### config.mk
export PLATFORM = sky130hd
export DESIGN_NAME = irq_vector_unit
export DESIGN_NICKNAME = d
export VERILOG_FILES = /design/src/rtl/irqv_pkg.sv /design/src/rtl/irqv_nmi_latch.sv /design/src/rtl/irqv_addr_calc.sv /design/src/rtl/irq_vector_unit.sv
export SDC_FILE = /design/constraint.sdc
export NUM_CORES = 1
export LEC_CHECK = 0
export CAP_MARGIN = 20
export CORE_ASPECT_RATIO = 2
export CORE_MARGIN = 2
export CORE_UTILIZATION = 39
export DETAILED_ROUTE_END_ITERATION = 10
export REMOVE_ABC_BUFFERS = 1
export SETUP_SLACK_MARGIN = 0.3
export SKIP_CTS_REPAIR_TIMING = 1
export SYNTH_ARGS = -nofsm -noshare
export SYNTH_HDL_FRONTEND = slang
export SYNTH_SLANG_ARGS = --single-unit
### constraint.sdc
create_clock -name clk -period 5.35 [get_ports clk]
set_input_delay 1.07 -clock clk [delete_from_list [all_inputs] [get_ports clk]]
set_output_delay 1.07 -clock clk [all_outputs]
set_load 0.005 [all_outputs]
### src/rtl/irqv_pkg.sv
package irqv_pkg;
    typedef enum logic [2:0] {
        ST_IDLE,
        ST_ACK_FIRST,
        ST_ACK_GAP,
        ST_ACK_SECOND,
        ST_FETCH,
        ST_DONE
    } irqv_state_e;

    localparam int TYPE_W   = 8;
    localparam int WORD_W   = 16;
    localparam int MADDR_W  = 20;
    localparam int ENTRY_B  = 4;
    localparam logic [TYPE_W-1:0] NMI_TYPE = 8'd2;
endpackage

### src/rtl/irqv_nmi_latch.sv
module irqv_nmi_latch (
    input  logic clk,
    input  logic rst_n,
    input  logic nmi_req,
    input  logic take,
    output logic nmi_hit
);
    logic prev_q;
    logic pend_q;
    logic rise;

    assign rise    = nmi_req & ~prev_q;
    assign nmi_hit = pend_q | rise;

    always_ff @(posedge clk or negedge rst_n) begin
        if (!rst_n) begin
            prev_q <= 1'b0;
            pend_q <= 1'b0;
        end else begin
            prev_q <= nmi_req;
            pend_q <= (pend_q | rise) & ~take;
        end
    end
endmodule

### src/rtl/irqv_addr_calc.sv
module irqv_addr_calc
    import irqv_pkg::*;
(
    input  logic [TYPE_W-1:0]  vec_type,
    input  logic [1:0]         byte_idx,
    input  logic [7:0]         byte0,
    input  logic [7:0]         byte1,
    input  logic [7:0]         byte2,
    input  logic [7:0]         byte3,
    output logic [MADDR_W-1:0] rd_addr,
    output logic [MADDR_W-1:0] jump_addr
);
    localparam int PAD_W = MADDR_W - TYPE_W - 2;

    logic [WORD_W-1:0]  offset_w;
    logic [WORD_W-1:0]  segment_w;
    logic [MADDR_W-1:0] seg_shift;
    logic [MADDR_W-1:0] off_ext;

    assign rd_addr   = {{PAD_W{1'b0}}, vec_type, byte_idx};
    assign offset_w  = {byte1, byte0};
    assign segment_w = {byte3, byte2};
    assign seg_shift = {segment_w, 4'b0000};
    assign off_ext   = {{(MADDR_W-WORD_W){1'b0}}, offset_w};
    assign jump_addr = seg_shift + off_ext;
endmodule

### src/rtl/irq_vector_unit.sv
module irq_vector_unit
    import irqv_pkg::*;
#(
    parameter int ACK_CLKS = 2,
    parameter int GAP_CLKS = 1
) (
    input  logic               clk,
    input  logic               rst_n,
    input  logic               intr_req,
    input  logic               int_enable,
    input  logic               nmi_req,
    output logic               ack_n,
    input  logic [7:0]         ack_data,
    output logic [19:0]        mem_addr,
    output logic               mem_rd,
    input  logic [7:0]         mem_rdata,
    input  logic               mem_ready,
    output logic [19:0]        target_addr,
    output logic               target_valid
);
    localparam int MAXC  = (ACK_CLKS > GAP_CLKS) ? ACK_CLKS : GAP_CLKS;
    localparam int CNT_W = $clog2(MAXC + 1);
    localparam logic [CNT_W-1:0] ACK_LOAD = CNT_W'(ACK_CLKS - 1);
    localparam logic [CNT_W-1:0] GAP_LOAD = CNT_W'(GAP_CLKS - 1);

    irqv_state_e        state_q, state_d;
    logic [CNT_W-1:0]   cnt_q, cnt_d;
    logic [1:0]         idx_q, idx_d;
    logic [TYPE_W-1:0]  type_q, type_d;
    logic [7:0]         vb_q [ENTRY_B];
    logic               store_en;
    logic               nmi_hit;
    logic               nmi_take;

    irqv_nmi_latch u_nmi (
        .clk     (clk),
        .rst_n   (rst_n),
        .nmi_req (nmi_req),
        .take    (nmi_take),
        .nmi_hit (nmi_hit)
    );

    irqv_addr_calc u_calc (
        .vec_type  (type_q),
        .byte_idx  (idx_q),
        .byte0     (vb_q[0]),
        .byte1     (vb_q[1]),
        .byte2     (vb_q[2]),
        .byte3     (vb_q[3]),
        .rd_addr   (mem_addr),
        .jump_addr (target_addr)
    );

    // next-state and datapath steering
    always_comb begin
        state_d  = state_q;
        cnt_d    = cnt_q;
        idx_d    = idx_q;
        type_d   = type_q;
        store_en = 1'b0;
        nmi_take = 1'b0;
        unique case (state_q)
            ST_IDLE: begin
                if (nmi_hit) begin
                    nmi_take = 1'b1;
                    type_d   = NMI_TYPE;
                    idx_d    = 2'd0;
                    state_d  = ST_FETCH;
                end else if (intr_req && int_enable) begin
                    cnt_d   = ACK_LOAD;
                    state_d = ST_ACK_FIRST;
                end
            end
            ST_ACK_FIRST: begin
                if (cnt_q == '0) begin
                    cnt_d   = GAP_LOAD;
                    state_d = ST_ACK_GAP;
                end else begin
                    cnt_d = cnt_q - 1'b1;
                end
            end
            ST_ACK_GAP: begin
                if (cnt_q == '0) begin
                    cnt_d   = ACK_LOAD;
                    state_d = ST_ACK_SECOND;
                end else begin
                    cnt_d = cnt_q - 1'b1;
                end
            end
            ST_ACK_SECOND: begin
                if (cnt_q == '0) begin
                    type_d  = ack_data;
                    idx_d   = 2'd0;
                    state_d = ST_FETCH;
                end else begin
                    cnt_d = cnt_q - 1'b1;
                end
            end
            ST_FETCH: begin
                if (mem_ready) begin
                    store_en = 1'b1;
                    if (idx_q == 2'd3) begin
                        state_d = ST_DONE;
                    end else begin
                        idx_d = idx_q + 1'b1;
                    end
                end
            end
            ST_DONE: begin
                state_d = ST_IDLE;
            end
            default: state_d = ST_IDLE;
        endcase
    end

    // state register
    always_ff @(posedge clk or negedge rst_n) begin
        if (!rst_n) begin
            state_q <= ST_IDLE;
            cnt_q   <= '0;
            idx_q   <= 2'd0;
            type_q  <= '0;
            for (int i = 0; i < ENTRY_B; i++) vb_q[i] <= 8'h00;
        end else begin
            state_q <= state_d;
            cnt_q   <= cnt_d;
            idx_q   <= idx_d;
            type_q  <= type_d;
            if (store_en) vb_q[idx_q] <= mem_rdata;
        end
    end

    // outputs
    always_comb begin
        ack_n        = 1'b1;
        mem_rd       = 1'b0;
        target_valid = 1'b0;
        unique case (state_q)
            ST_ACK_FIRST, ST_ACK_SECOND: ack_n = 1'b0;
            ST_FETCH:                    mem_rd = 1'b1;
            ST_DONE:                     target_valid = 1'b1;
            default: ;
        endcase
    end
endmodule

==> Word level (Yosys, flattened, before mapping) <==
Index checks and enable logic that the tools add are counted.
{ "totals": {"output_inout_bits": 43, "wordCells": 82, "inputBits": 22, "register_bits": 49} }
{ "classes": {"addsub": 3, "n_eq_ne": 17, "mux": 32, "order_cmp": 2, "reduce_logical": 12, "bitwise": 6} }
{ "op_table": {"columns": ["cell", "n"], "rows": [
  ["$bwmux W32", 1],
  ["$mux W8", 3],
  ["$mux W3", 7],
  ["$add A20 B16 Y20", 1],
  ["$ne A2 B2 Y1 const B", 10],
  ["$mux W2", 9],
  ["$demux W8 S2", 1],
  ["$pmux W8 S2", 1],
  ["$pmux W3 S5", 1],
  ["$pmux W2 S4", 1],
  ["$mux W1", 7],
  ["$eq A3 B2 Y1 const B", 2],
  ["$eq A3 B3 Y1 const B", 2],
  ["$pmux W2 S3", 1],
  ["$reduce_and A6 Y1", 1],
  ["$reduce_and A5 Y1", 1],
  ["$reduce_and A4 Y1", 1],
  ["$reduce_bool A4 Y1", 1],
  ["$eq A3 B1 Y1 const B", 1],
  ["$ge A3 B3 Y1 const B", 1],
  ["$logic_not A3 Y1", 1],
  ["$lt A3 B1 Y1 const B", 1],
  ["$ne A3 B3 Y1 const B", 1],
  ["$not A2 Y3", 1],
  ["12 further kinds", 15]
]} }

==> Logic depth before layout (Yosys ltp) <==
{ "logic_depth": {"ltp_word": 7, "depth_mapped": 7} }

==> Modules after synthesis <==
Synthesis repeated with hierarchy kept, for this count alone.
{ "unflattened": {"hier_cells": 284, "hier_area_um2": 3306.9} }
{ "modules_own_cells": {"columns": ["module", "area_per_inst_um2", "seq_area_each_um2", "cells_per_inst", "n_inst"], "rows": [
  ["irq_vector_unit", 2252.2, 1176.1, 149, 1],
  ["irqv_addr_calc", 974.7, 0.0, 129, 1],
  ["irqv_nmi_latch", 80.1, 50.0, 6, 1]
]} }

==> Worst setup path after synthesis <==
No wires, ideal clock.
{ "synth_timing": {"path_kind": "register to output", "start": "reg vb_q[8] (netlist name)", "end": "out target_addr[18]", "t_arrival_ns": 2.020, "stages_incl_launch_ff": 8, "setup_slack_ns": 2.260, "cell_sequence": "dfrtp_1 > ha_1 > fa_1 > a21o_1 > a221oi_1 > nor2_1 > o2111ai_1 > xnor2_1"} }
{ "synth_between": {"elab_chain_cells": 1} }
{ "synth_rtl": {"columns": ["item", "line_no", "rtl"], "rows": [
  ["start: declaration", "irq_vector_unit.sv:30", "logic [7:0] vb_q [ENTRY_B];"],
  ["start signal: indexed assignment", "irq_vector_unit.sv:129", "if (store_en) vb_q[idx_q] <= mem_rdata;"],
  ["$add A20 B16 Y20", "irqv_addr_calc.sv:25", "assign jump_addr = seg_shift + off_ext;"],
  ["end: declaration", "irq_vector_unit.sv:18", "output logic [19:0] target_addr,"]
]} }
No other way between the ends.

==> Worst setup path after layout <==
Ends and elaborated chain as after synthesis.

==> flow_summary_export.csv <==
group,metric,value,unit
status,status,"finished, final reports clean",
clocking,cts_sinks,49,
global_routing,grt_usage,15.9,%
final_layout,fin_util,49.9,%
logic_synthesis,synthArstFlopShare,100,%
global_routing,grt_max_degree,50,
detailed_routing,ant_nets,0,
sta,worstMarginPinSlew,0.651,ns
global_routing,grt.overflow.total,0,
floorplan,rows,44,
clocking,clock_latency,0.29,ns
setup_path,cp_slowest_cell,"a221oi_1",
detailed_routing,drtIter0Drc,98,
detailed_routing,viasPerCell,5.14,
setup_path,critical_path.cell_chain,"ha_1 -> fa_1 -> a21o_1 -> a221oi_1 -> nor2_1 -> o2111ai_1 -> xnor2_1 -> clkdlybuf4s50_1",
global_routing,grt_antenna_before_repair,0,
detailed_routing,drc,0,
setup_path,cp-end-kind,"primary output",
logic_synthesis,synth-edff-count,0,
sta,slew_violations,0,
logic_synthesis,syn_inst,269,
logic_synthesis,yosys_register_bits,49,
final_layout,nNetsFinal,363,
global_routing,grt_pass1_wl,10.0,mm
setup_path,arrival,3.12,ns
placement,routabilityCongestion,0.790,
sta,rsz0062_at_grt,"false",
clocking,tritoncts,"done",
power,peakVddDrop,0.446,mV
floorplan,die_h,125,um
setup_path,crit_family,"compound AO/OA/AOI/OAI gates",
sta,hold_slack,0.471,ns
final_layout,final_cell_mix,"clkdlybuf4s50_1, dfrtp_1, mux2_2",
floorplan,pin_count,65,
floorplan,start_util,39.9,%
logic_synthesis,ys.flop_type,"dfrtp_1",
clocking,cts_root_buffer,"clkbuf_16",
clocking,cts_buffer_depth,2,
floorplan,dieArea,8070,um2
placement,dp_hpwl,4.47,mm
logic_synthesis,syn_area_per_cell,10.6,um2
sta,min_period_over_period,78.3,%
final_layout,fin_cells,413,
setup_path,setup.worst_path.start_class,"register",
sta,timing.fmax,239,MHz
setup_path,cp_max_fo,4,
clocking,cts_buffers,5,
setup_path,worst-path-buf-inv,1,
floorplan,core,7160,um2
sta,hold_viol_final,0,
sta,setup_viol,0,
clocking,clk_pin_slew_worst_paths,0.06,ns
logic_synthesis,yosysWarnings,0,
final_layout,drive_above_1_share,14.3,%
logic_synthesis,synth_top_area_share,42.9,%
worst_hold_path,hold_class,"register to register",
power,power_density,677,nW/um2
placement,io_buffers,54,
setup_path,critPathRequiredTime,4.28,ns
logic_synthesis,synthTopCellsByArea,"dfrtp_1, mux2_2, ha_1",
run,max_cap_violations,0,
final_layout,antenna_cells,0,
final_layout,area_growth,25.0,%
global_routing,grt_pass1_vias,2195,
logic_synthesis,yosysSeqAreaShare,42.9,%
setup_path,path_class,"register to primary output",
floorplan,die_w,64.5,um
sta,finalSetupTns,0,ns
detailed_routing,drt-total-wl,5.89,mm
detailed_routing,drt_pass1_iterations,4,
setup_path,slowest_delay,0.57,ns
power,power_leakage,1.61,nW
final_layout,fill_cells,698,
placement,dp_cells,405,
logic_synthesis,yosysUniqueCellTypes,48,
logic_synthesis,yosys.area.top_type,"dfrtp_1",
detailed_routing,wire_per_inst,14.3,um
sta,fin_skew,0.00612,ns
sta,slew-limit-headroom,56.6,%
final_layout,mostFrequentLayoutCell,"clkdlybuf4s50_1",
detailed_routing,num_vias,2121,
sta,period_minus_slack,4.19,ns
logic_synthesis,synthesis.area,2860,um2
clocking,h-tree-depth,2,
[metrics by stage]
stage,setup WS (ns),instance area (um2),power [mW]
floorplan,2.26,2760,1.46
global placement,1.57,3410,2.09
detailed placement,1.51,3410,2.11
finish,1.16,3570,2.42
global route,0.936,3570,2.63
CTS,1.19,3550,2.44
[report_power, final]
group          switching, mW  total (mW)  internal, mW
combinational          0.606        1.45         0.845
clock                  0.125       0.309         0.184
sequential             0.135       0.658         0.523
total                  0.867        2.42          1.55
[worst reg2reg max path, stage by stage (launching register included)]
cell and delay (ns):
dfrtp_1 0.53, nor2_1 0.33, and3_1 0.30, nand2_1 0.29
mux2_2 0.37
[layer usage]
layer | vias up | track usage (%) | wire length [um]
li1 | 1032 | - | -
met1 | 1032 | 19.8 | 2600
met2 | 49 | 26.8 | 2980
met3 | 8 | 2.70 | 194
met4 | 0 | 6.38 | 116
met5 | - | 0 | 0
[sequential cells by signal, summed over array words and instances (netlist names)]
name	count
type_q	8
state_q	3
idx_q	2
u_nmi.prev_q	1
u_nmi.pend_q	1
vb_q	32
cnt_q	2
[synthesized netlist by cell type, drive strengths merged, types with 3 or more instances]
master and number:
dfrtp 49, mux2 34, nand2 28, ha 19
buf 17, nor2 16, a21oi 11, nand3 10
o21ai 10, a21o 8, xnor2 7, inv 6
xor2 5, a22o 4, and2 4, nor3 4
and3 3, nor2b 3
[cell type report]
type	count	area, um2	area share [%]
inverter	6	22.5	0.630
sequential	49	1230	34.3
timing repair buffer	55	556	15.5
clock buffer	7	143	3.99
multi-input combinational	204	1510	42.3
tap	92	115	3.22
[worst paths after layout]
path	slack, ns	cells after the start	to	startpoint
setup / recovery	1.16	8	target_addr[18]	vb_q[8]$_DFFE_PN0P_
hold / removal	0.47	2	type_q[3]$_DFFE_PN0P_	type_q[3]$_DFFE_PN0P_
setup reg to reg	3.41	4	vb_q[16]$_DFFE_PN0P_	state_q[1]$_DFFE_PN0P_
hold reg to reg	0.47	2	type_q[3]$_DFFE_PN0P_	type_q[3]$_DFFE_PN0P_
max in group asynchronous	4.08	2	type_q[7]$_DFFE_PN0P_	rst_n
min in group asynchronous	0.75	1	idx_q[0]$_DFFE_PN0P_	rst_n
[cells by family (layout without fill, tap and decap cells)]
kind of cell | count (synthesis) | after routing | share of synthesized area (%)
fa+ha+maj | 20 | 20 | 9.02
xor+xnor | 12 | 12 | 3.68
buf+inv | 25 | 68 | 5.39
simple gates | 79 | 79 | 13.6
other cells | 1 | 10 | 0.131
flops | 49 | 49 | 42.9
compound gates | 48 | 48 | 11.6
mux | 35 | 35 | 13.7
No activity file was read; power rests on OpenSTA's default activity.
